[config.mk]
export PLATFORM = sky130hd
export DESIGN_NAME = imiss_queue
export DESIGN_NICKNAME = d
export VERILOG_FILES = /design/src/rtl/imq_pkg.sv /design/src/rtl/imq_slot_store.sv /design/src/rtl/imq_port_fsm.sv /design/src/rtl/imq_ready_bits.sv /design/src/rtl/imiss_queue.sv
export SDC_FILE = /design/constraint.sdc
export NUM_CORES = 1
export LEC_CHECK = 0
export BUFFER_PORTS_ARGS = -buffer_cell sky130_fd_sc_hd__buf_2
export CORE_ASPECT_RATIO = 1.4
export CORE_UTILIZATION = 38
export DETAILED_ROUTE_END_ITERATION = 12
export PLACE_DENSITY = 0.68
export SLEW_MARGIN = 5
export SYNTH_ARGS = -nofsm -noshare
export SYNTH_HDL_FRONTEND = slang
export SYNTH_SLANG_ARGS = --single-unit
export TNS_END_PERCENT = 20
[constraint.sdc]
create_clock -name clk -period 3.7 [get_ports clk]
set_input_delay 0 -clock clk [delete_from_list [all_inputs] [get_ports clk]]
set_output_delay 0 -clock clk [all_outputs]
set_load 0.05 [all_outputs]
[src/rtl/imq_pkg.sv]
package imq_pkg;
    typedef enum logic [1:0] {
        PORT_IDLE          = 2'd0,
        PORT_WAIT_DEMAND   = 2'd1,
        PORT_WAIT_PREFETCH = 2'd2
    } port_state_e;
endpackage

[src/rtl/imq_slot_store.sv]
module imq_slot_store #(
    parameter int DEPTH  = 4,
    parameter int ADDR_W = 8,
    parameter int NT     = 4
) (
    input  logic              clk,
    input  logic              rst_n,
    input  logic              miss_valid,
    input  logic [ADDR_W-1:0] miss_addr,
    input  logic [NT-1:0]     miss_mask,
    input  logic              rsp_valid,
    input  logic [ADDR_W-1:0] rsp_addr,
    input  logic              issue_en,
    input  logic              lock_en,
    input  logic [ADDR_W-1:0] lock_lo,
    input  logic [ADDR_W-1:0] lock_hi,
    output logic              cand_valid,
    output logic [ADDR_W-1:0] cand_addr,
    output logic              accept,
    output logic              stall,
    output logic [NT-1:0]     wake_mask
);
    localparam int IDX_W = (DEPTH > 1) ? $clog2(DEPTH) : 1;
    localparam int CNT_W = $clog2(DEPTH + 1);

    logic              q_v   [DEPTH];
    logic              q_iss [DEPTH];
    logic [ADDR_W-1:0] q_addr[DEPTH];
    logic [NT-1:0]     q_tm  [DEPTH];
    logic [CNT_W-1:0]  q_count;

    logic              m_v   [DEPTH+1];
    logic              m_iss [DEPTH+1];
    logic [ADDR_W-1:0] m_addr[DEPTH+1];
    logic [NT-1:0]     m_tm  [DEPTH+1];

    logic              n_v   [DEPTH];
    logic              n_iss [DEPTH];
    logic [ADDR_W-1:0] n_addr[DEPTH];
    logic [NT-1:0]     n_tm  [DEPTH];
    logic [CNT_W-1:0]  n_count;

    logic [DEPTH-1:0] hit_vec, rsp_vec, elig;
    logic             any_hit, rsp_any, full, rsp_same, alloc, merge;
    logic [IDX_W-1:0] cand_idx, rm_idx;
    logic [CNT_W-1:0] cnt_after;

    function automatic logic in_lock(input logic [ADDR_W-1:0] a);
        return lock_en && (a >= lock_lo) && (a <= lock_hi);
    endfunction

    // slot matching and dispatch eligibility
    genvar g;
    generate
        for (g = 0; g < DEPTH; g++) begin : g_match
            assign hit_vec[g] = q_v[g] && (q_addr[g] == miss_addr);
            assign rsp_vec[g] = rsp_valid && q_v[g] && (q_addr[g] == rsp_addr);
            assign elig[g]    = q_v[g] && !q_iss[g] && !in_lock(q_addr[g]);
        end
    endgenerate

    assign any_hit  = |hit_vec;
    assign rsp_any  = |rsp_vec;
    assign full     = (q_count == CNT_W'(DEPTH));
    assign rsp_same = rsp_valid && (rsp_addr == miss_addr);
    assign accept   = miss_valid && !rsp_same && (any_hit || !full);
    assign stall    = miss_valid && !rsp_same && !any_hit && full;
    assign alloc    = accept && !any_hit;
    assign merge    = accept && any_hit;

    // oldest eligible slot (lowest index) and the slot being filled
    always_comb begin
        cand_valid = 1'b0;
        cand_idx   = '0;
        rm_idx     = '0;
        wake_mask  = '0;
        for (int i = DEPTH - 1; i >= 0; i--) begin
            if (elig[i]) begin
                cand_valid = 1'b1;
                cand_idx   = IDX_W'(i);
            end
            if (rsp_vec[i]) begin
                rm_idx    = IDX_W'(i);
                wake_mask = wake_mask | q_tm[i];
            end
        end
    end
    assign cand_addr = q_addr[cand_idx];
    assign cnt_after = q_count - CNT_W'(rsp_any);

    // next slot contents: merge, mark issued, compact on fill, append
    always_comb begin
        for (int i = 0; i < DEPTH; i++) begin
            m_v[i]    = q_v[i];
            m_addr[i] = q_addr[i];
            m_iss[i]  = q_iss[i] | (issue_en && cand_valid && (cand_idx == IDX_W'(i)));
            m_tm[i]   = q_tm[i] | ((merge && hit_vec[i]) ? miss_mask : '0);
        end
        m_v[DEPTH]    = 1'b0;
        m_iss[DEPTH]  = 1'b0;
        m_addr[DEPTH] = '0;
        m_tm[DEPTH]   = '0;
        for (int i = 0; i < DEPTH; i++) begin
            if (rsp_any && (i >= int'(rm_idx))) begin
                n_v[i]    = m_v[i+1];
                n_iss[i]  = m_iss[i+1];
                n_addr[i] = m_addr[i+1];
                n_tm[i]   = m_tm[i+1];
            end else begin
                n_v[i]    = m_v[i];
                n_iss[i]  = m_iss[i];
                n_addr[i] = m_addr[i];
                n_tm[i]   = m_tm[i];
            end
            if (alloc && (i == int'(cnt_after))) begin
                n_v[i]    = 1'b1;
                n_iss[i]  = 1'b0;
                n_addr[i] = miss_addr;
                n_tm[i]   = miss_mask;
            end
        end
        n_count = cnt_after + CNT_W'(alloc);
    end

    always_ff @(posedge clk) begin
        if (!rst_n) begin
            q_count <= '0;
            for (int i = 0; i < DEPTH; i++) begin
                q_v[i]    <= 1'b0;
                q_iss[i]  <= 1'b0;
                q_addr[i] <= '0;
                q_tm[i]   <= '0;
            end
        end else begin
            q_count <= n_count;
            for (int i = 0; i < DEPTH; i++) begin
                q_v[i]    <= n_v[i];
                q_iss[i]  <= n_iss[i];
                q_addr[i] <= n_addr[i];
                q_tm[i]   <= n_tm[i];
            end
        end
    end

    assert_no_overflow_R9: assert property (@(posedge clk) disable iff (!rst_n)
        alloc |-> (q_count < CNT_W'(DEPTH)));
    assert_unique_addr_R3: assert property (@(posedge clk) disable iff (!rst_n)
        $onehot0(hit_vec));
    assert_fill_unique_R8: assert property (@(posedge clk) disable iff (!rst_n)
        $onehot0(rsp_vec));
    assert_issue_target_R5: assert property (@(posedge clk) disable iff (!rst_n)
        issue_en |-> cand_valid);
endmodule

[src/rtl/imq_port_fsm.sv]
module imq_port_fsm
    import imq_pkg::*;
(
    input  logic clk,
    input  logic rst_n,
    input  logic cand_valid,
    input  logic pf_valid,
    input  logic rsp_valid,
    output logic issue_en,
    output logic pf_grant,
    output logic busy
);
    port_state_e state_q, state_d;

    always_ff @(posedge clk) begin
        if (!rst_n) state_q <= PORT_IDLE;
        else        state_q <= state_d;
    end

    always_comb begin
        state_d  = state_q;
        issue_en = 1'b0;
        pf_grant = 1'b0;
        busy     = 1'b0;
        unique case (state_q)
            PORT_IDLE: begin
                if (cand_valid) begin
                    issue_en = 1'b1;
                    state_d  = PORT_WAIT_DEMAND;
                end else if (pf_valid) begin
                    pf_grant = 1'b1;
                    state_d  = PORT_WAIT_PREFETCH;
                end
            end
            PORT_WAIT_DEMAND: begin
                busy = 1'b1;
                if (rsp_valid) state_d = PORT_IDLE;
            end
            PORT_WAIT_PREFETCH: begin
                busy = 1'b1;
                if (rsp_valid) state_d = PORT_IDLE;
            end
            default: state_d = PORT_IDLE;
        endcase
    end

    assert_rsp_when_busy_R4: assert property (@(posedge clk) disable iff (!rst_n)
        rsp_valid |-> (state_q != PORT_IDLE));
    assert_demand_first_R7: assert property (@(posedge clk) disable iff (!rst_n)
        pf_grant |-> !cand_valid);
endmodule

[src/rtl/imq_ready_bits.sv]
module imq_ready_bits #(
    parameter int NT = 4
) (
    input  logic          clk,
    input  logic          rst_n,
    input  logic [NT-1:0] clr_mask,
    input  logic [NT-1:0] set_mask,
    output logic [NT-1:0] ready
);
    always_ff @(posedge clk) begin
        if (!rst_n) ready <= '1;
        else        ready <= (ready & ~clr_mask) | set_mask;
    end

    genvar t;
    generate
        for (t = 0; t < NT; t++) begin : g_chk
            assert_wake_R8: assert property (@(posedge clk) disable iff (!rst_n)
                set_mask[t] |=> ready[t]);
            assert_sleep_R2: assert property (@(posedge clk) disable iff (!rst_n)
                (clr_mask[t] && !set_mask[t]) |=> !ready[t]);
        end
    endgenerate
endmodule

[src/rtl/imiss_queue.sv]
module imiss_queue #(
    parameter int DEPTH  = 4,
    parameter int ADDR_W = 8,
    parameter int NT     = 4,
    localparam int TID_W = (NT > 1) ? $clog2(NT) : 1
) (
    input  logic              clk,
    input  logic              rst_n,
    input  logic              miss_valid,
    input  logic [TID_W-1:0]  miss_tid,
    input  logic [ADDR_W-1:0] miss_addr,
    input  logic              lock_en,
    input  logic [ADDR_W-1:0] lock_lo,
    input  logic [ADDR_W-1:0] lock_hi,
    input  logic              pf_valid,
    input  logic [ADDR_W-1:0] pf_addr,
    output logic              pf_grant,
    output logic              mem_req_valid,
    output logic [ADDR_W-1:0] mem_req_addr,
    output logic              mem_req_pf,
    input  logic              mem_rsp_valid,
    input  logic [ADDR_W-1:0] mem_rsp_addr,
    output logic              mem_busy,
    output logic              miss_stall,
    output logic [NT-1:0]     thread_ready,
    output logic              present_valid,
    output logic [ADDR_W-1:0] present_addr
);
    logic              cand_valid, accept, issue_en;
    logic [ADDR_W-1:0] cand_addr;
    logic [NT-1:0]     miss_mask, wake_mask, clr_mask;

    assign miss_mask = NT'(1) << miss_tid;
    assign clr_mask  = accept ? miss_mask : '0;

    imq_slot_store #(.DEPTH(DEPTH), .ADDR_W(ADDR_W), .NT(NT)) store_i (
        .clk(clk), .rst_n(rst_n),
        .miss_valid(miss_valid), .miss_addr(miss_addr), .miss_mask(miss_mask),
        .rsp_valid(mem_rsp_valid), .rsp_addr(mem_rsp_addr),
        .issue_en(issue_en),
        .lock_en(lock_en), .lock_lo(lock_lo), .lock_hi(lock_hi),
        .cand_valid(cand_valid), .cand_addr(cand_addr),
        .accept(accept), .stall(miss_stall), .wake_mask(wake_mask)
    );

    imq_port_fsm fsm_i (
        .clk(clk), .rst_n(rst_n),
        .cand_valid(cand_valid), .pf_valid(pf_valid), .rsp_valid(mem_rsp_valid),
        .issue_en(issue_en), .pf_grant(pf_grant), .busy(mem_busy)
    );

    imq_ready_bits #(.NT(NT)) ready_i (
        .clk(clk), .rst_n(rst_n),
        .clr_mask(clr_mask), .set_mask(wake_mask), .ready(thread_ready)
    );

    assign mem_req_valid = issue_en | pf_grant;
    assign mem_req_pf    = pf_grant;
    assign mem_req_addr  = issue_en ? cand_addr : pf_addr;

    always_ff @(posedge clk) begin
        if (!rst_n) begin
            present_valid <= 1'b0;
            present_addr  <= '0;
        end else begin
            present_valid <= mem_rsp_valid;
            present_addr  <= mem_rsp_addr;
        end
    end

    assert_one_read_R4: assert property (@(posedge clk) disable iff (!rst_n)
        mem_req_valid |=> (mem_busy && !mem_req_valid));
    assert_lock_gate_R6: assert property (@(posedge clk) disable iff (!rst_n)
        (mem_req_valid && !mem_req_pf && lock_en) |->
            !((mem_req_addr >= lock_lo) && (mem_req_addr <= lock_hi)));
    assert_present_pulse_R8: assert property (@(posedge clk) disable iff (!rst_n)
        mem_rsp_valid |=> (present_valid && present_addr == $past(mem_rsp_addr)));
endmodule

Yosys cells after proc, flatten, opt, wreduce, memory -nomap -nowiden
Memories as Yosys holds them, arrays and structs flattened.
Index checks and enable logic that the tools add are counted.
- RAM bits: 56
- word-level logic and storage cells: 226
- register bits after elaboration: 18
- memories kept: 4
- shift-type cells: 1
- $lt $le $gt $ge: 11
- reduce and logical (&&, ||, !) cells: 70
- muxes and demuxes: 82
- equality and inequality tests: 20
- add/sub/neg operators: 2
- bitwise logic cells: 31
- memories (memory ; depth ; width ; rd ports ; clocked after memory_dff ; wr ports ; RTL line ; RTL):
    store_i.q_addr ; 4 ; 8 ; 5 ; 0 ; 4 ; imq_slot_store.sv:28 ; logic [ADDR_W-1:0] q_addr[DEPTH];
    store_i.q_tm ; 4 ; 4 ; 4 ; 0 ; 4 ; imq_slot_store.sv:29 ; logic [NT-1:0] q_tm [DEPTH];
    store_i.q_iss ; 4 ; 1 ; 4 ; 0 ; 4 ; imq_slot_store.sv:27 ; logic q_iss [DEPTH];
    store_i.q_v ; 4 ; 1 ; 4 ; 0 ; 4 ; imq_slot_store.sv:26 ; logic q_v [DEPTH];
- operators with widths (kind ; count):
    $mux W8 ; 13
    $mux W4 ; 21
    $eq A8 B8 Y1 ; 9
    $logic_and A1 B1 Y1 ; 51
    $mux W1 ; 36
    $ge A8 B8 Y1 ; 4
    $le A8 B8 Y1 ; 4
    $or A4 B4 Y4 ; 8
    $mux W2 ; 11
    $or A1 B1 Y1 ; 21
    $logic_not A1 Y1 ; 11
    $reduce_or A4 Y1 ; 2
    $eq A2 B2 Y1 const B ; 3
    $eq A3 B3 Y1 const A ; 2
    $and A4 B4 Y4 ; 1
    $eq A2 B1 Y1 const B ; 2
    $ge A1 B2 Y1 const A ; 2
    $logic_not A2 Y1 ; 2
    $not A4 Y4 ; 1
    $pmux W2 S2 ; 1
    $shl A1 B2 Y4 const A ; 1
    $add A3 B1 Y3 ; 1
    $eq A2 B3 Y1 const A ; 1
    $eq A3 B3 Y1 const B ; 1
    8 further kinds ; 8

Longest topological paths before layout
Gate-level depths: netlist (run 1).
An unclocked memory read counts as a cell.
- word-level depth: 18
- depth in mapped cells: 17
- depth with buffers taken out: 13

Modules after synthesis
Synthesis (run 1) repeated with hierarchy kept, for this count alone.
- cells, all modules: 734
- area, all modules: 6383.6 sq um
- modules (own cells, without submodules) (module ; area an instance (sq um) ; sequential area each (sq um) ; times used ; cells an instance):
    imq_slot_store ; 5656.7 ; 1181.1 ; 1 ; 667
    imiss_queue ; 435.4 ; 180.2 ; 1 ; 37
    imq_port_fsm ; 156.4 ; 40.0 ; 1 ; 18
    imq_ready_bits ; 135.1 ; 80.1 ; 1 ; 12

Worst setup path before layout (run 1)
Ideal clock, no wire load.
- kind: register to register
- from: mem store_i.q_addr[1][3]
- to: mem store_i.q_tm[3][3]
- library setup time: 117 ps
- period minus slack after synthesis: 3351 ps
- required time: 3583 ps
- setup slack: 349 ps
- path buffers: 2
- cell stages (with the launch flop): 16
- arrival: 3235 ps
- cell sequence: dfxtp_1 xnor2_1 nand4_1 nor4_2 nor3_1 nand2b_1 clkbuf_1 ha_1 ha_1 o211ai_1 o21ai_0 nand4_1 nor2_1 buf_2 nor3_1 a22o_1
- RTL lines (what ; RTL line):
    start, declared ; imq_slot_store.sv:28
    end, declared ; imq_slot_store.sv:29

==> results of run 1 <==
==> sequential cells by signal (all words and copies together), names as in the netlist <==
| name | cells |
|---|---|
| store_i.q_addr | 32 |
| store_i.q_tm | 16 |
| present_addr | 8 |
| ready_i.ready | 4 |
| store_i.q_iss | 4 |
| store_i.q_v | 4 |
| store_i.q_count | 3 |
| fsm_i.state_q | 2 |
| present_valid | 1 |
==> path summary, 6_finish.rpt <==
| path | startpoint | end | slack, ns | depth (start not counted) |
|---|---|---|---|---|
| worst min register to register | ready_i.ready[3]$_SDFF_PN1_ | ready_i.ready[3]$_SDFF_PN1_ | 0.45 | 1 |
| worst max-delay path | store_i.q_addr[0][7]$_SDFFE_PN0P_ | mem_req_addr[7] | 0.17 | 9 |
| worst max register to register | store_i.q_addr[0][1]$_SDFFE_PN0P_ | store_i.q_tm[2][1]$_SDFF_PN0_ | 0.27 | 12 |
| worst min-delay path | mem_rsp_addr[0] | present_addr[0]$_SDFF_PN0_ | 0.03 | 2 |
==> cells by family after synthesis <==
logic type / count (synthesis)
AND/OR/NAND/NOR: 263
flip-flops: 74
multiplexers: 7
XOR/XNOR: 74
adder cells (fa/ha/maj): 69
buffers and inverters: 96
AO/OA/AOI/OAI: 190
==> placed cells by master (no fill, tap or decap), types with 26 or more instances in the layout <==
| cell type | Yosys | final |
|---|---|---|
| a21oi_1 | 40 | 40 |
| buf_2 | 11 | 73 |
| buf_4 | 10 | 29 |
| dfxtp_1 | 74 | 73 |
| ha_1 | 69 | 69 |
| inv_1 | 41 | 41 |
| nand2_1 | 98 | 98 |
| nand3_1 | 26 | 26 |
| nor2_1 | 47 | 47 |
| o21ai_0 | 28 | 28 |
| xnor2_1 | 68 | 68 |
==> what timing repair did <==
item / CTS / global route
resized for setup: 0 / 2
hold endpoints to repair: 1 / 0
buffers inserted: 0 / 0
hold buffers: 1 / 0
setup endpoints to repair: 0 / 7
==> cell type report <==
type	count	share of cell area
Clock buffer	10	0.0324
Clock inverter	6	0.0129
Inverter	42	0.0223
Multi-Input combinational cell	603	0.604
Sequential cell	74	0.210
Tap cell	196	0.0347
Timing Repair Buffer	103	0.0838
==> critical path, delay by kind of cell (launching register included) <==
kind            cells  cell delay (ns)
flops               1             0.52
fa+ha+maj           1             0.31
buf+inv             2             0.50
compound gates      5             1.70
simple gates        1             0.16
==> stage by stage <==
step | instance area (sq um) | util | setup WS (ns)
3_5_place_dp | 6740 | 0.428 | 0.368
6_report | 7070 | 0.449 | 0.171
2_1_floorplan | 6180 | - | 0.349
3_3_place_gp | 6740 | 0.428 | 0.403
4_1_cts | 7070 | 0.449 | 0.109
5_1_grt | 7070 | 0.449 | 0.0232
==> power by group through the flow <==
stage,combinational [uW],sequential [uW],clock (uW)
3_3_place_gp,993,940,0
4_1_cts,1000,923,959
3_5_place_dp,998,940,0
6_report,1010,926,952
2_1_floorplan,720,941,0
5_1_grt,1090,930,988
==> routing by layer <==
metal | track usage | vias to the layer above
li1 | - | 2914
met1 | 0.275 | 2879
met2 | 0.439 | 298
met3 | 0.0371 | 97
met4 | 0.186 | 0
met5 | 0 | -
==> qor_table.md, run 1 <==
| Stage | Result | This run |
|---|---|---|
| power and ir drop | Seq pwr share | 0.321 |
| route | DRC violation count after routing | 0 |
| power and ir drop | Comb pwr share | 0.350 |
| route | Antenna viol nets, final | 0 |
| worst setup path | Worst stage delay on the critical path | 0.52 ns |
| clock network | H-tree levels | 3 |
| cells and area | Flip-flop and latch area | 0.00148 sq mm |
| power and ir drop | Sw Ratio | 0.387 |
| route | WL per Instance | 20.2 microns |
| clock network | Number of buffers added by the clock tree synthesis step | 9 |
| route | Uppermost layer routed | met4 |
| global routing | Wire length of the first global-routing pass | 32300 microns |
| yosys | Fraction of the mapped netlist area in compound gates | 0.223 |
| clock network | Buffer depth of the longest clock path | 2 |
| yosys | Share of the yosys chip area belonging to registers | 0.240 |
| global routing | All-layer global routing usage | 0.254 |
| power and ir drop | Switching pwr | 1120 uW |
| yosys | Cell count after synthesis | 773 |
| clock network | Clock tree from TritonCTS | built |
| timing | Slew of the pin with the lowest slew margin | 0.768 ns |
| floorplanning | Total die area | 0.0168 sq mm |
| power and ir drop | Worst VDD drop | 0.000277 V |
| global routing | Number of global-route vias before repair | 6129 |
| placement | Post-DP HPWL | 15900 microns |
| yosys | Largest family of logic cells by synthesized area | compound AO/OA/AOI/OAI gates |
| floorplanning | DIE WIDTH | 110 microns |
| worst setup path | Class of the most critical setup path | register to primary output |
| cells and area | Fillers | 1588 |
| yosys | Ys Warns | 0 |
| cells and area | Area used by multi-input combinational logic | 0.00427 sq mm |
| power and ir drop | Ratio of total power to cell area | 408 mW/mm^2 |
| clock network | CTS root buf | clkbuf_16 |
| timing | Achievable clock frequency | 0.283 GHz |
| route | Detailed-routed wire length on met3 | 1300 microns |
| timing | Unrepaired setup endpoints after global routing | no |
| route | Total via count after detailed routing | 6188 |
| route | Iter 0 DRT Violations | 542 |
| run | Number of max-cap violations | 0 |
| worst setup path | Startpoint type of the worst setup path | register |
| yosys | Number of different library cells in the post-synthesis netlist | 62 |
| floorplanning | Initial core utilization | 0.393 |
| timing | Total negative slack | 0 ns |
| yosys | Simple-gate portion of the synthesized area | 0.210 |
| worst setup path | Worst setup EP type | primary output |
| timing | Period utilisation layout | 0.954 |
| placement | Inst Count DP | 1017 |
| power and ir drop | Post-layout power | 2890 uW |
| yosys | Post-synthesis mux area share | 0.0113 |
| power and ir drop | Share of power burned in the clock network | 0.330 |
| yosys | Xor/xnor share of the synthesized area | 0.105 |
| global routing | Largest net degree at the start of global routing | 41 |
| floorplanning | Total core area | 0.0157 sq mm |
| clock network | Sink count of the clock tree | 74 |
| cells and area | Syn-to-layout area delta | 14.4% |
| run status | Status | finished clean |
| cells and area | Antenna Diode Count | 0 |
| worst setup path | CP Max Fanout | 9 |
| yosys | Synth top cells by count | nand2_1, dfxtp_1, ha_1, xnor2_1, nor2_1 |
| yosys | Synthesized net count | 890 |
| timing | Setup-failing EPs final | 0 |
| route | Via count normalized by instance count | 5.98 |
| worst setup path | Max stage delay cell, worst path | dfxtp_1 |
| yosys | Area share of the leading cell type in the synthesized netlist | 0.240 |
| worst setup path | Data arrival time at the worst-slack endpoint | 3.53 ns |
| yosys | Post-Synthesis Mean Instance Area | 8.00 sq um |
| timing | Final worst clock skew | 0.0103 ns |
| yosys | Most area-consuming cells after synthesis | dfxtp_1, ha_1, xnor2_1 |
| route | TritonRoute pass-1 iters | 6 |
| worst setup path | Worst path required time | 3.70 ns |
| timing | Pins Over Slew Limit | 0 |
| clock network | Clock latency at the later pin of the worst-skew pair | 0.34 ns |
| power and ir drop | P_leak | 0.00288 uW |
| route | Met1 Wirelength | 7690 microns |
| cells and area | Total Nets Final | 950 |
| yosys | Mapped Area | 0.00618 sq mm |
| yosys | Synth async-reset ratio | 0 |
| yosys | Post-Synth Adder-Cell Area | 0.140 |
| placement | Placer Congestion | 0.958 |
| floorplanning | Row count | 54 |
| cells and area | Fraction of final layout cells with drive strength greater than 1 | 0.171 |
| floorplanning | Die height | 153 microns |
| timing | Fin. Hold Viols | 0 |
| power and ir drop | Internal Power | 1770 uW |
| route | Final wirelength | 20900 microns |
| yosys | Yosys top cell by area | dfxtp_1 |
| timing | Shortest period the worst path allows | 3.53 ns |
| global routing | Global route total overflow | 0 |
| timing | Worst Hold Margin | 0.0282 ns |
| yosys | Number of enable flip-flop cells after synthesis | 0 |
| cells and area | Post-Layout Cell Count | 1034 |
| worst setup path | Cell Chain, Critical Path | ha_1 -> a2111oi_0 -> o21ai_0 -> a21oi_1 -> nor4_1 -> buf_4 -> a21o_1 -> a32oi_1 -> buf_2 |
| route | Met2 wire length | 10300 microns |
| worst hold path | Hold crit path type | input pin to register |
| placement | Port Buffer Count | 73 |
| yosys | Flip-flop and latch count after synthesis | 74 |
| global routing | Number of antenna violations at the first check in global routing | 0 |
| yosys | Most numerous cell in the Yosys netlist | nand2_1 |
| timing | Slew margin rel. | 0.483 |
| clock network | Register clock-pin slew on the reported worst setup and hold paths | 0.06 ns |
| yosys | Flip-flop cell with the highest count after synthesis | dfxtp_1 |
| floorplanning | Ports | 74 |
No activity file was read; power rests on OpenSTA's default activity.
==> inputs of run 2 (changes only) <==
--- a/config.mk
+++ b/config.mk
@@ -8,8 +8,9 @@
 export BUFFER_PORTS_ARGS = -buffer_cell sky130_fd_sc_hd__buf_2
 export CORE_ASPECT_RATIO = 1.4
 export CORE_UTILIZATION = 38
+export CTS_CLUSTER_SIZE = 20
 export DETAILED_ROUTE_END_ITERATION = 12
-export PLACE_DENSITY = 0.68
+export PLACE_DENSITY = 0.66
 export SLEW_MARGIN = 5
 export SYNTH_ARGS = -nofsm -noshare
 export SYNTH_HDL_FRONTEND = slang
==> run 2 against run 1 <==
Combinational power barely moved. Hold slack gained 0.018 ns. Routed wire length increased by 4.1%. Critical path type unchanged. Largest power group is now clock.
==> qor_table.md, run 2 (synthesis results as in run 1) <==
| Stage | Result | This run | vs previous |
|---|---|---|---|
| global routing | Number of global-route vias before repair | 5926 | -3.3% |
| timing | Slew of the pin with the lowest slew margin | 0.798 ns | +0.0297 ns |
| worst setup path | Path depth of the worst reg2reg path | 12 | unchanged |
| global routing | Global route total overflow | 0 | unchanged |
| clock network | Buffer depth of the longest clock path | 2 | unchanged |
| route | WL per Instance | 20.9 microns | +3.7% |
| cells and area | Most used cells in the layout excluding fill and tap cells | nand2_1, dfxtp_1, buf_2, ha_1, xnor2_1 |  |
| timing | Unrepaired setup endpoints after global routing | yes |  |
| clock network | Clock latency at the later pin of the worst-skew pair | 0.34 ns | about the same |
| run status | Status | finished clean |  |
| floorplanning | Initial core utilization | 0.393 | unchanged |
| floorplanning | Die height | 153 microns | unchanged |
| worst hold path | Hold crit path type | input pin to register |  |
| power and ir drop | P_leak | 0.00295 uW | +2.4% |
| worst setup path | Worst path required time | 3.70 ns | about the same |
| floorplanning | DIE WIDTH | 110 microns | unchanged |
| power and ir drop | Ratio of total power to cell area | 423 mW/mm^2 | +3.7% |
| cells and area | Largest register by flop count | store_i.q_addr |  |
| power and ir drop | Comb pwr share | 0.335 | -0.015 |
| floorplanning | Total die area | 0.0168 sq mm | unchanged |
| timing | Fin. Hold Viols | 0 | unchanged |
| cells and area | Largest registers | store_i.q_addr: 32 flops, store_i.q_tm: 16 flops, present_addr: 8 flops |  |
| route | Iter 0 DRT Violations | 505 | -6.8% |
| clock network | Number of buffers added by the clock tree synthesis step | 9 | unchanged |
| timing | Worst Hold Margin | 0.0460 ns | +0.0178 ns |
| timing | Period utilisation layout | 0.964 | +0.0104 |
| placement | Port Buffer Count | 73 | unchanged |
| placement | Post-placement setup slack | 0.321 ns | -0.0464 ns |
| worst setup path | Startpoint type of the worst setup path | register |  |
| timing | Final worst clock skew | 0.0106 ns | +0.000343 ns |
| placement | Standard cell area after detailed placement | 0.00677 sq mm | +0.45% |
| route | Antenna viol nets, final | 0 | unchanged |
| cells and area | Final Cell Area | 0.00718 sq mm | +1.6% |
| timing | Achievable clock frequency | 0.280 GHz | -1.1% |
| worst hold path | Worst Hold Path Cells | 2 | unchanged |
| timing | Setup-failing EPs final | 0 | unchanged |
| floorplanning | Total core area | 0.0157 sq mm | unchanged |
| route | TritonRoute pass-1 iters | 5 | -1 |
| timing | Shortest period the worst path allows | 3.57 ns | +0.0385 ns |
| route | DRC violation count after routing | 0 | unchanged |
| placement | Post-DP HPWL | 16200 microns | +2.3% |
| run | Number of max-cap violations | 0 | unchanged |
| cells and area | Syn-to-layout area delta | 16.2% |  |
| power and ir drop | Seq pwr share | 0.302 | -0.019 |
| clock network | H-tree levels | 3 | unchanged |
| clock network | CTS root buf | clkbuf_16 |  |
| global routing | Number of antenna violations at the first check in global routing | 0 | unchanged |
| route | Via count normalized by instance count | 5.90 | -1.4% |
| clock network | Register clock-pin slew on the reported worst setup and hold paths | 0.06 ns | about the same |
| placement | Placer Congestion | 0.948 | -1.0% |
| cells and area | Commonest non-fill, non-tap cell in the layout | nand2_1 |  |
| global routing | All-layer global routing usage | 0.266 | +0.0113 |
| cells and area | Total Nets Final | 954 | +0.42% |
| floorplanning | Row count | 54 | unchanged |
| cells and area | Fraction of final layout cells with drive strength greater than 1 | 0.177 | +0.00632 |
| cells and area | Antenna Diode Count | 0 | unchanged |
| power and ir drop | Switching pwr | 1110 uW | -0.34% |
| route | Final wirelength | 21700 microns | +4.1% |
| timing | Pins Over Slew Limit | 0 | unchanged |
| power and ir drop | Sw Ratio | 0.366 | -0.0208 |
| route | Total via count after detailed routing | 6125 | -1.0% |
| worst setup path | Data arrival time at the worst-slack endpoint | 3.57 ns | +0.04 ns |
| timing | Slew margin rel. | 0.463 | -0.0200 |
| clock network | Clock tree from TritonCTS | built |  |
| global routing | Wire length of the first global-routing pass | 32900 microns | +1.7% |
| power and ir drop | Internal Power | 1930 uW | +8.9% |
| clock network | Sink count of the clock tree | 74 | unchanged |
| worst setup path | CP Max Fanout | 12 | +3 |
| worst setup path | Class of the most critical setup path | register to primary output |  |
| worst setup path | Worst setup EP type | primary output |  |
| global routing | Largest net degree at the start of global routing | 41 | unchanged |
| floorplanning | Ports | 74 | unchanged |
| power and ir drop | Share of power burned in the clock network | 0.363 | +0.033 |
| timing | Post-route worst setup slack | 0.133 ns | -0.0385 ns |
| power and ir drop | Worst VDD drop | 0.000242 V | -13% |
| cells and area | Max FFs per register | 32 | unchanged |
-- run 2: through the flow --
stage / instances / setup TNS, ns / utilization / power (uW)
floorplan: 773 / 0 / - / 1660
global placement: 1021 / 0 / 0.430 / 1920
detailed placement: 1021 / 0 / 0.430 / 1930
CTS: 1038 / 0 / 0.454 / 3040
global route: 1038 / -0.00230 / 0.456 / 3160
finish: 1038 / 0 / 0.456 / 3040
-- run 2: layout make-up --
cell class                      count  area, sq um
Inverter                           42          158
Clock buffer                       10          239
Fill cell                        1573         8560
Multi-Input combinational cell    603         4300
Tap cell                          196          245
Timing Repair Buffer              107          626
Sequential cell                    74         1480
Clock inverter                      6          138
-- run 2: path summary, 6_finish.rpt --
check	end	start	slack, ns
max	mem_req_addr[6]	store_i.q_addr[2][0]$_SDFFE_PN0P_	0.13
max reg2reg	store_i.q_tm[2][0]$_SDFF_PN0_	store_i.q_addr[0][7]$_SDFFE_PN0P_	0.25
min	present_valid$_SDFF_PN0_	mem_rsp_valid	0.05
min reg2reg	ready_i.ready[1]$_SDFF_PN1_	ready_i.ready[1]$_SDFF_PN1_	0.45
-- run 2: power by group through the flow --
stage	registers (uW)	clock network [uW]	logic, uW
2_1_floorplan	941	0	720
5_1_grt	924	1150	1090
6_report	918	1100	1020
3_3_place_gp	932	0	988
4_1_cts	916	1120	1000
3_5_place_dp	933	0	994
-- run 2: per-layer routing --
metal	part of all wire	routed length [microns]	track usage
met3	0.066	1430	0.0495
met2	0.49	10600	0.448
met1	0.37	8080	0.296
met4	0.073	1600	0.178
met5	0	0	0
-- run 2: what timing repair did --
| action | in CTS | in global routing |
|---|---|---|
| hold buffers | 1 | 0 |
| setup buffers | 0 | 0 |
| endpoints found under the setup margin | 0 | 19 |
| gates resized for setup | 0 | 6 |
| hold endpoints to repair | 1 | 0 |
-- run 2: worst max-delay path, cell delays in order (launching register included) --
cell and delay [ns]:
dfxtp_1 0.34, buf_4 0.18, inv_1 0.08, ha_1 0.26
nand2b_1 0.13, a2111oi_0 0.44, a2bb2oi_1 0.29, o311a_1 0.26
nor4_1 0.07, buf_4 0.20, a21o_1 0.34, a32oi_1 0.32
clkbuf_4 0.30
==> inputs of run 3 (changes only) <==
==> constraint.sdc (replaced) <==
create_clock -name clk -period 3.39 [get_ports clk]
set_input_delay 0 -clock clk [delete_from_list [all_inputs] [get_ports clk]]
set_output_delay 0 -clock clk [all_outputs]
set_load 0.05 [all_outputs]
==> run 3 against run 2 <==
Combinational power up 20%. Utilization rose by 0.60 points. Routed wire length is 1.3% higher. Clock power down 12%.
==> qor_table.md, run 3 (synthesis results as in run 1) <==
| Stage | Result | This run | vs previous |
|---|---|---|---|
| run status | Status | finished clean |  |
| route | Iter 0 DRT Violations | 605 | +20% |
| worst setup path | Path depth of the worst reg2reg path | 13 | +1 |
| worst setup path | Worst path required time | 3.39 ns | -0.31 ns |
| worst hold path | Worst Min Path Start | mem_rsp_valid |  |
| cells and area | Largest register by flop count | store_i.q_addr |  |
| clock network | Clock latency at the later pin of the worst-skew pair | 0.35 ns | about the same |
| cells and area | Max FFs per register | 32 | unchanged |
| worst setup path | CP Max Fanout | 12 | unchanged |
| global routing | All-layer global routing usage | 0.263 | -0.00232 |
| clock network | CTS root buf | clkbuf_16 |  |
| placement | Placer Congestion | 0.962 | +1.5% |
| power and ir drop | Comb pwr share | 0.386 | +0.051 |
| clock network | Number of buffers added by the clock tree synthesis step | 9 | unchanged |
| route | DRC violation count after routing | 0 | unchanged |
| worst setup path | Total stage count of the critical path | 10 | -2 |
| global routing | Number of antenna violations at the first check in global routing | 0 | unchanged |
| timing | Slew margin rel. | 0.558 | +0.0950 |
| floorplanning | Total die area | 0.0168 sq mm | unchanged |
| worst setup path | Buf+Inv Stages, Crit Path | 3 | -1 |
| timing | Period utilisation layout | 0.975 |  |
| global routing | Largest net degree at the start of global routing | 36 | -12% |
| global routing | Global route total overflow | 0 | unchanged |
| global routing | Number of global-route vias before repair | 5879 | -0.79% |
| worst setup path | Cell repeated most along the worst path | buf_4 |  |
| cells and area | Total Nets Final | 973 | +2.0% |
| route | Via count normalized by instance count | 5.97 | +1.1% |
| worst setup path | Startpoint type of the worst setup path | register |  |
| floorplanning | Initial core utilization | 0.393 | unchanged |
| worst hold path | Hold Path Sink | present_valid$_SDFF_PN0_ |  |
| worst hold path | Hold crit path type | input pin to register |  |
| clock network | Clock tree from TritonCTS | built |  |
| power and ir drop | Switching pwr | 1240 uW | +11% |
| floorplanning | Total core area | 0.0157 sq mm | unchanged |
| power and ir drop | Share of power burned in the clock network | 0.308 | -0.055 |
| route | Final wirelength | 22000 microns | +1.3% |
| placement | Inst Count DP | 1039 | +1.8% |
| route | Antenna viol nets, final | 0 | unchanged |
| timing | Shortest period the worst path allows | 3.31 ns |  |
| worst setup path | Worst R2R Setup Slack | 0.21 ns | -0.04 ns |
| timing | Post-route worst setup slack | 0.0833 ns | -0.0497 ns |
| clock network | Buffer depth of the longest clock path | 2 | unchanged |
| run | Number of max-cap violations | 0 | unchanged |
| route | WL per Instance | 20.8 microns | -0.50% |
| timing | Fin. Hold Viols | 0 | unchanged |
| power and ir drop | Ratio of total power to cell area | 433 mW/mm^2 | +2.3% |
| floorplanning | Die height | 153 microns | unchanged |
| clock network | Sink count of the clock tree | 74 | unchanged |
| floorplanning | Row count | 54 | unchanged |
| floorplanning | Ports | 74 | unchanged |
| worst setup path | Cell Chain, Critical Path | buf_4 -> ha_1 -> a2111oi_1 -> o21ai_0 -> a21oi_2 -> nor4_1 -> buf_4 -> a21o_1 -> a32oi_1 -> clkbuf_4 |  |
| timing | Setup-failing EPs final | 0 | unchanged |
| cells and area | Commonest non-fill, non-tap cell in the layout | nand2_1 |  |
| cells and area | Largest registers | store_i.q_addr: 32 flops, store_i.q_tm: 16 flops, present_addr: 8 flops |  |
| clock network | Register clock-pin slew on the reported worst setup and hold paths | 0.07 ns | about the same |
| route | Total via count after detailed routing | 6308 | +3.0% |
| clock network | CTS hold repair buffers | 0 | -1 |
| placement | Post-placement setup slack | 0.205 ns | -0.116 ns |
| power and ir drop | Seq pwr share | 0.306 | +0.004 |
| worst setup path | Worst setup EP type | primary output |  |
| worst setup path | Max stage delay cell, worst path | a2111oi_1 |  |
| power and ir drop | P_leak | 0.00302 uW | +2.5% |
| cells and area | Fraction of final layout cells with drive strength greater than 1 | 0.200 | +0.0228 |
| cells and area | Most used cells in the layout excluding fill and tap cells | nand2_1, dfxtp_1, ha_1, xnor2_1, buf_2 |  |
| placement | Post-DP HPWL | 16400 microns | +1.4% |
| timing | Final worst clock skew | 0.0124 ns | +0.00177 ns |
| cells and area | Final Cell Area | 0.00728 sq mm | +1.3% |
| cells and area | Share of the core filled with cells in the final layout | 0.462 | +0.00604 |
| timing | Achievable clock frequency | 0.302 GHz |  |
| cells and area | Antenna Diode Count | 0 | unchanged |
| route | TritonRoute pass-1 iters | 5 | unchanged |
| placement | Standard cell area after detailed placement | 0.00690 sq mm | +2.0% |
| worst setup path | Startpoint of the most critical register-to-register path | store_i.q_addr[3][3]$_SDFFE_PN0P_ |  |
| placement | Port Buffer Count | 73 | unchanged |
| timing | Pins Over Slew Limit | 0 | unchanged |
| worst setup path | Data arrival time at the worst-slack endpoint | 3.31 ns | -0.26 ns |
| worst hold path | Worst Hold Path Cells | 2 | unchanged |
| power and ir drop | Worst VDD drop | 0.000265 V | +9.8% |
| floorplanning | DIE WIDTH | 110 microns | unchanged |
| worst setup path | Worst stage delay on the critical path | 0.53 ns | +0.09 ns |
| power and ir drop | Internal Power | 1910 uW | -0.91% |
| worst setup path | Kind of cell adding the most delay to the critical path | compound AO/OA/AOI/OAI gates |  |
| cells and area | Post-Layout Cell Count | 1057 | +1.8% |
| clock network | H-tree levels | 3 | unchanged |
| cells and area | Syn-to-layout area delta | 17.7% |  |
| worst setup path | Terminus of the critical flop-to-flop path | store_i.q_tm[2][0]$_SDFF_PN0_ |  |
| timing | Slew of the pin with the lowest slew margin | 0.662 ns | -0.135 ns |
| worst setup path | Class of the most critical setup path | register to primary output |  |
| power and ir drop | Sw Ratio | 0.394 | +0.0276 |
| global routing | Wire length of the first global-routing pass | 32800 microns | -0.32% |
==> run 3: cell types whose count changed in the layout (fill, tap and decap cells not counted), sizes merged <==
cell	previous run	this run
clkbuf	11	10
inv	41	43
bufinv	4	1
clkinv	3	5
dlygate4sd3	1	0
buf	105	125
==> run 3: final cells by class <==
class | count | area (sq um)
repair buffers | 126 | 781
flip-flops and latches | 74 | 1480
clock buffers | 9 | 225
inverters | 42 | 158
clock inverters | 7 | 75.1
well taps | 196 | 245
multi-input cells | 603 | 4310
fillers | 1584 | 8460
==> run 3: power by group through the flow <==
stage / clock network, uW / registers [uW] / logic (uW)
2_1_floorplan: 0 / 1030 / 786
4_1_cts: 986 / 963 / 1170
3_5_place_dp: 0 / 982 / 1160
6_report: 970 / 964 / 1220
5_1_grt: 1020 / 969 / 1300
3_3_place_gp: 0 / 980 / 1160
==> run 3: what timing repair did <==
action,4_1_cts,5_1_grt
buffers inserted,0,2
pin swaps,0,2
resized for setup,2,20
endpoints found under the setup margin,4,21
==> run 3: worst max path at each step <==
stage	slack (ns)	end	startpoint
4_1_cts	0.06	mem_req_addr[6]	store_i.q_addr[2][0]$_SDFFE_PN0P_
5_1_grt	-0.03	mem_req_addr[6]	store_i.q_addr[0][7]$_SDFFE_PN0P_
6_report	0.08	mem_req_addr[6]	store_i.q_addr[0][7]$_SDFFE_PN0P_
3_5_place_dp	0.21	store_i.q_tm[2][0]$_SDFF_PN0_	store_i.q_addr[3][3]$_SDFFE_PN0P_
3_3_place_gp	0.27	store_i.q_tm[2][3]$_SDFF_PN0_	store_i.q_addr[3][3]$_SDFFE_PN0P_
2_1_floorplan	0.04	store_i.q_tm[3][3]$_SDFF_PN0_	store_i.q_addr[1][3]$_SDFFE_PN0P_
==> run 3: per-layer routing <==
layer / track usage / up-vias / routed length [microns]
met5: 0 / - / 0
met4: 0.190 / 0 / 1750
met1: 0.303 / 2945 / 8400
li1: - / 2962 / -
met3: 0.0324 / 92 / 1470
met2: 0.438 / 309 / 10400
==> run 3: per-stage QoR <==
stage	hold slack, ns	power, uW	TNS, ns
2_1_floorplan	0.122	1810	0
3_3_place_gp	0.382	2140	0
3_5_place_dp	0.380	2150	0
4_1_cts	0.0351	3120	0
5_1_grt	0.0395	3290	-0.0811
6_report	0.0398	3150	0
